[src/rtl/ring_readout_seq.sv]
module ring_readout_seq #(
  parameter int CELLS    = 1024,
  parameter int CHANNELS = 10,
  parameter int LAT_W    = 8,
  localparam int CW      = $clog2(CELLS),
  localparam int CHW     = $clog2(CHANNELS)
) (
  input  logic                clk,
  input  logic                rst_n,
  input  logic                trig,
  input  logic [LAT_W-1:0]    latency,
  input  logic [CHANNELS-1:0] chan_mask,
  input  logic [CW-1:0]       wave_pos,
  output logic                wave_en,
  output logic                busy,
  output logic                token_shift,
  output logic [CHW-1:0]      mux_sel,
  output logic [CW-1:0]       cell_idx,
  output logic                adc_strobe,
  output logic                smp_valid,
  output logic [CHW-1:0]      smp_chan,
  output logic [CW-1:0]       smp_cell,
  output logic                done
);

  typedef enum logic [2:0] {S_IDLE, S_SAMP, S_LAT, S_STOP, S_READ} st_t;

  st_t                 state;
  logic [LAT_W-1:0]    cnt;
  logic [CW-1:0]       stop_q, cell_q, ncell;
  logic [CHANNELS-1:0] mask_q;
  logic [CHW-1:0]      ch_q;
  logic [CHW:0]        nxt;

  function automatic logic [CHW:0] first_above(input logic [CHANNELS-1:0] m, input int from);
    logic [CHW:0] r;
    r = '0;
    for (int i = CHANNELS - 1; i >= 0; i--)
      if (m[i] && i > from) r = {1'b1, CHW'(i)};
    return r;
  endfunction

  always_comb nxt = first_above(mask_q, (state == S_READ) ? int'(ch_q) : -1);

  assign wave_en     = (state == S_SAMP) || (state == S_LAT);
  assign busy        = (state != S_SAMP);
  assign token_shift = (state == S_READ);
  assign mux_sel     = ch_q;
  assign cell_idx    = cell_q;
  assign smp_valid   = adc_strobe;

  always_ff @(posedge clk) begin
    if (!rst_n) begin
      state      <= S_IDLE;
      cnt        <= '0;
      stop_q     <= '0;
      mask_q     <= '0;
      ch_q       <= '0;
      cell_q     <= '0;
      ncell      <= '0;
      adc_strobe <= 1'b0;
      smp_chan   <= '0;
      smp_cell   <= '0;
      done       <= 1'b0;
    end else begin
      adc_strobe <= token_shift;
      smp_chan   <= ch_q;
      smp_cell   <= cell_q;
      done       <= 1'b0;
      case (state)
        S_IDLE: state <= S_SAMP;
        S_SAMP: if (trig) begin
          cnt   <= latency;
          state <= S_LAT;
        end
        S_LAT: if (cnt == '0) begin
          stop_q <= wave_pos;
          mask_q <= chan_mask;
          state  <= S_STOP;
        end else begin
          cnt <= cnt - 1'b1;
        end
        S_STOP: if (nxt[CHW]) begin
          ch_q   <= nxt[CHW-1:0];
          cell_q <= stop_q + 1'b1;
          ncell  <= '0;
          state  <= S_READ;
        end else begin
          done  <= 1'b1;
          state <= S_IDLE;
        end
        S_READ: begin
          cell_q <= cell_q + 1'b1;
          ncell  <= ncell + 1'b1;
          if (ncell == CW'(CELLS - 1)) begin
            if (nxt[CHW]) begin
              ch_q   <= nxt[CHW-1:0];
              cell_q <= stop_q + 1'b1;
              ncell  <= '0;
            end else begin
              done  <= 1'b1;
              state <= S_IDLE;
            end
          end
        end
        default: state <= S_IDLE;
      endcase
    end
  end


  a_r2_wave_held: assert property (@(posedge clk) disable iff (!rst_n)
    (state == S_LAT && cnt != '0) |=> wave_en && busy);


  a_r3_cell_step: assert property (@(posedge clk) disable iff (!rst_n)
    (token_shift && $past(token_shift) && mux_sel == $past(mux_sel))
      |-> cell_idx == CW'($past(cell_idx) + 1'b1));


  a_r4_enabled_only: assert property (@(posedge clk) disable iff (!rst_n)
    token_shift |-> mask_q[mux_sel]);


  a_r5_no_retrigger: assert property (@(posedge clk) disable iff (!rst_n)
    (state == S_STOP || state == S_READ) |=> state != S_LAT);


  a_r6_strobe_follows: assert property (@(posedge clk) disable iff (!rst_n)
    token_shift |=> adc_strobe && smp_valid && smp_cell == $past(cell_idx)
      && smp_chan == $past(mux_sel));


  a_r7_done_pulse: assert property (@(posedge clk) disable iff (!rst_n)
    done |=> !done && wave_en);


  a_r8_empty_mask: assert property (@(posedge clk) disable iff (!rst_n)
    (state == S_STOP && mask_q == '0) |=> done && !token_shift);


  a_r9_busy_stop: assert property (@(posedge clk) disable iff (!rst_n)
    !wave_en |-> busy);

  a_r4_exclusive: assert property (@(posedge clk) disable iff (!rst_n)
    $onehot0({token_shift, wave_en}));

endmodule

[config.mk]
export PLATFORM = sky130hd
export DESIGN_NAME = ring_readout_seq
export DESIGN_NICKNAME = d
export VERILOG_FILES = /design/src/rtl/ring_readout_seq.sv
export SDC_FILE = /design/constraint.sdc
export NUM_CORES = 1
export LEC_CHECK = 0
export BUFFER_PORTS_ARGS = -buffer_cell sky130_fd_sc_hd__buf_2
export CAP_MARGIN = 20
export CORE_ASPECT_RATIO = 2
export CORE_MARGIN = 4
export CORE_UTILIZATION = 44
export DETAILED_ROUTE_END_ITERATION = 8
export PLACE_DENSITY = 0.72
export SLEW_MARGIN = 10
export SYNTH_ARGS = -nofsm -noshare
export SYNTH_HDL_FRONTEND = slang
export SYNTH_SLANG_ARGS = --single-unit
[constraint.sdc]
create_clock -name clk -period 3.7 [get_ports clk]
set_clock_uncertainty 0.15 [all_clocks]
set_input_delay 0.185 -clock clk [delete_from_list [all_inputs] [get_ports clk]]
set_output_delay 0.185 -clock clk [all_outputs]
set_load 0.005 [all_outputs]
### Yosys cells after proc, flatten, opt, wreduce, memory -nomap -nowiden

Cells that the tools add are included.

* input bits: 31
* bits in read-only memories: 0
* latch bits: 0
* register bits after elaboration: 71
* RAM bits: 0
* memories kept: 0

* add/sub/neg operators: 4
* bitwise operators: 0
* reduce and logical (&&, ||, !) cells: 20
* div/mod/pow operators: 0
* eq/ne operators: 12
* shift-type cells: 0
* multiply operators: 0
* $lt $le $gt $ge: 10
* multiplexer cells: 34

Operators with widths (count)
* > comparator 4 x 32 -> 1 bit, first input constant: 4
* > comparator 3 x 32 -> 1 bit, first input constant: 2
* > comparator 5 x 32 -> 1 bit, first input constant: 2
* 2-to-1 mux 10 bit: 6
* 2-to-1 mux 5 bit: 10
* case mux 10 bit (2 select lines): 2
* > comparator 1 x 32 -> 1 bit, first input constant: 1
* > comparator 2 x 32 -> 1 bit, first input constant: 1
* 2-to-1 mux 32 bit: 1
* adder 10 x 1 -> 10 bit, second input constant: 3
* 2-to-1 mux 8 bit: 2
* case mux 8 bit (2 select lines): 1
* 2-to-1 mux 3 bit: 5
* case mux 3 bit (5 select lines): 1
* == test 10 bit, second input constant: 1
* logical AND 1 bit: 10
* logical NOT 8 bit: 1
* 2-to-1 mux 4 bit: 2
* inequality test 2 bit, second input constant: 4
* case mux 4 bit (2 select lines): 1
* subtractor 8 x 1 -> 8 bit, second input constant: 1
* == test 3 x 2 -> 1 bit, second input constant: 2
* AND reduction 2 bit: 3
* inequality test 2 x 1 -> 1 bit, second input constant: 2
* 10 further kinds: 12

### Depth between registers and ports, before layout

* depth in word-level cells: 17
* depth in mapped cells: 9

### Least setup slack after synthesis

No wires, ideal clock.

* path type: register -> register
* start: register state[2]
* end: register cell_q[0], in the netlist cell_idx[0]
* period minus slack after synthesis: 2257 ps
* arrival: 2027 ps
* stages on the path, launching flop included: 9
* setup slack: 1443 ps
* path buffers: 1
* data required time: 3471 ps
* setup time: 79 ps
* cell sequence: dfxtp_1 > or3b_4 > clkinv_4 > a21boi_4 > o32a_4 > o31ai_4 > buf_6 > a31oi_1 > a211oi_2

* cells in the longest elaborated chain, start to end: 17
* elaborated cells between the ends (all ways): 39

Ends and longest elaborated chain
* start: declaration: line 28 `st_t state;`
* start signal: assignment: line 54 `state <= S_IDLE;`
* start signal: assignment: line 71 `S_IDLE: state <= S_SAMP;`
* start signal: assignment: line 74 `state <= S_LAT;`
* == test 3 bit: line 43, 70
* 2-to-1 mux 32 bit: line 43 `always_comb nxt = first_above(mask_q, (state == S_READ) ? int'(ch_q) : -1);`
* > comparator 5 x 32 -> 1 bit: line 39 `if (m[i] && i > from) r = {1'b1, CHW'(i)};`
* logical AND 1 bit: line 39
* 2-to-1 mux 5 bit (10 in a row): line 39
* 2-to-1 mux 10 bit: line 96 `if (nxt[CHW]) begin`
* 2-to-1 mux 10 bit: line 95 `if (ncell == CW'(CELLS - 1)) begin`
* case mux 10 bit (2 select lines): line 70 `case (state)`
* end signal: assignment: line 85 `cell_q <= stop_q + 1'b1;`
* end signal: assignment: line 93 `cell_q <= cell_q + 1'b1;`
* end signal: assignment: line 98 `cell_q <= stop_q + 1'b1;`
* end: declaration: line 30 `logic [CW-1:0] stop_q, cell_q, ncell;`

Several ways; a longest one is shown, not always the timed one.
A chain may end at the register's enable or synchronous reset.

### Worst setup path in the final report

* start: register state[2]
* end: register cell_q[5], in the netlist cell_idx[5]

The elaborated chain is that of the path after synthesis.

==> summary.md <==
| Metric | Value |
|---|---|
| Worst r2r src | state[2]$_SDFFE_PN0P_ |
| FMAX | 331.7 MHz |
| Syn avg cell area | 7.957 um2 |
| Initial DRC Count | 220 |
| Post-route antenna net violation count | 0 |
| Max-Cap Viols | 0 |
| Most frequent cells in the layout | nand2_1 (74), dfxtp_1 (71), buf_2 (64), nor2_1 (42), a21oi_1 (36) |
| Hpwl dp | 7031 um |
| Commonest non-fill, non-tap cell in the layout | nand2_1 |
| Num CTS Buffers | 9 |
| Clk root buf | clkbuf_16 |
| H-Tree Level Count | 3 |
| Core area | 0.008058 mm2 |
| Die area | 0.009970 mm2 |
| Setup Viol. Count Final | 0 |
| Synth Flop Type | dfxtp_1 |
| Setup crit start kind | register |
| Post-layout util | 0.5648 |
| CP Launch Point | state[2]$_SDFFE_PN0P_ |
| Fin. Hold Viols | 0 |
| Vert. Die Dim | 137.3 um |
| CTS sink cnt | 71 |
| Yosys reg bits | 71 |
| Starting Density | 0.4562 |
| Worst vdd ir | 229.1 uV |
| CP Depth | 7 |
| I/O pin cnt | 65 |
| Fin cells | 639 |
| First-pass GRT wire length | 16,300 um |
| Cells along the critical path | or3b_4, clkinv_4, a21boi_4, o32a_4, o31ai_4, nand2_1, o221ai_1 |
| Antenna violations before repair | 0 |
| Mapped Nets | 498 |
| Clk slew on worst S/H paths | 60 ps |
| Port bufs | 64 |
| Seq/Total Area, Yosys | 0.3867 |
| Routed len/inst | 15.30 um |
| CP max FO | 31 |
| Avg Vias per Cell | 5.736 |
| R2R cell count | 7 |
| Final GP Congestion | 0.8694 |
| Flop2flop setup slack | 690 ps |
| Routed WL | 9776 um |
| CP endpoint kind | register |
| Final Hold Slack | 24.89 ps |
| Slew @ Worst Pin | 720.4 ps |
| Skew-Pair Late Insertion Delay | 330 ps |
| Worst slew margin | 0.5175 |
| YS warnings | 0 |
| Crit path kind | register to register |
| Unrepaired setup endpoints after global routing | false |
| Cells after Synth | 462 |
| EDFF count, synth | 0 |
| Fin crit share | 0.8147 |
| DRC | 0 |
| Async set-reset flop share out of synthesis | 0 |
| HP Class | primary input to register |
| WP data arrival | 3120 ps |
| Crit-path max cell delay | 590 ps |
| CP delay by family, top | compound AO/OA/AOI/OAI gates |
| Row cnt | 46 |
| LEAKAGE | 1.832 nW |
| Crit-path slowest cell | or3b_4 |
| Largest net degree at the start of global routing | 32 |
| Unique masters post-synth | 69 |
| CTS max path bufs | 2 |
| Area growth, synth to finish | 23.79% |
| Post-layout instance area | 0.004551 mm2 |
| Final min period | 3014 ps |
| Nets | 574 |
| Pwr Density | 415.2 mW/mm2 |
| TNS Setup | 0 ps |
| Setup Buffers After CTS | 0 |
| Status | finished clean |
| Vias | 3,665 |
| Worst path required time | 3800 ps |
| Cells after DPL | 602 |
| DR pass1 iterations | 5 |
| GRT Util Overall | 0.2060 |
| Syn Std Cell Area | 0.003676 mm2 |
| Vias in the first global route | 3,533 |
| Hold depth | 3 |
| Number of antenna repair diodes | 0 |
| Die X | 72.63 um |
| Grt total ovfl | 0 |
| Hold path startpoint | trig |
| WP buf/inv | 1 |
| Layout cells sized above 1 | 0.2007 |
| Dpl cell area | 0.004031 mm2 |
| CTS tree | done |
| Slew Limit Fails | 0 |
## worst register-to-register path, stage by stage, from the launching register on
cell	delay, ps
dfxtp_1	420
or3b_4	590
clkinv_4	230
a21boi_4	110
o32a_4	370
o31ai_4	530
nand2_1	300
o221ai_1	250
## report_power, final
part	internal [W]	switching [W]	total [W]	leakage (nW)
Clock	0.000557	0.000323	0.000880	0.152
Combinational	0.0000909	0.000112	0.000203	1.11
Sequential	0.000784	0.0000224	0.000807	0.574
## kinds of logic (layout without fill, tap and decap cells)
| family | Yosys count | in the layout | synth area share |
|---|---|---|---|
| adders and majority gates | 5 | 5 | 0.01702 |
| muxes | 1 | 1 | 0.002723 |
| DFF | 71 | 71 | 0.3867 |
| and+or+nand+nor | 212 | 212 | 0.2818 |
| AOI/OAI and AO/OA | 118 | 118 | 0.2318 |
| buffers and inverters | 45 | 126 | 0.05616 |
| xor gates and xnor gates | 10 | 10 | 0.02383 |
## metrics by stage
step                total power [W]  setup WS, ps
floorplan                 0.0009455          1443
global placement           0.001001         801.3
detailed placement         0.001007         724.5
CTS                        0.001911         703.2
global route               0.001964         487.8
finish                     0.001890         685.6
## flip-flops by register name, indices dropped and copies added, names as in the netlist
register	count
state	3
adc_strobe	1
ncell	10
stop_q	10
smp_cell	10
mask_q	10
cell_idx	10
cnt	8
done	1
mux_sel	4
smp_chan	4
## synthesized netlist by cell type (12+ instances only)
library cell	number	share of area
a21oi_1	36	0.049
inv_1	17	0.017
and2_1	12	0.020
clkbuf_1	18	0.018
nor2_1	42	0.043
nand2_1	74	0.076
o21ai_0	14	0.019
nand3_1	25	0.034
dfxtp_1	71	0.39
## path summary, 6_finish.rpt
check / endpoint
setup reg to reg: cell_idx[5]$_SDFFE_PN0P_
hold reg to reg: mask_q[0]$_SDFFE_PN0P_
setup / recovery: cell_idx[5]$_SDFFE_PN0P_
hold / removal: state[1]$_SDFFE_PN0P_
## layout make-up
type | instances | area (um2)
inverters | 19 | 76.32
multi-input cells | 346 | 2048
clock buffers | 11 | 252.7
flip-flops and latches | 71 | 1421
clock inverters | 5 | 56.30
well taps | 96 | 120.1
repair buffers | 91 | 575.6
fillers | 762 | 3507
## routing by layer
layer | wire (um) | up-vias | track usage
li1 | - | 1813 | -
met1 | 3693 | 1728 | 0.2175
met2 | 5387 | 93 | 0.3747
met3 | 360 | 31 | 0.03506
met4 | 335 | 0 | 0.1140
met5 | 0 | - | 0
## repair_timing
action	4_1_cts	5_1_grt
hold buffers	21	0
endpoints found under the hold margin	21	0
resized for setup	0	0
No activity file was read; power rests on OpenSTA's default activity.
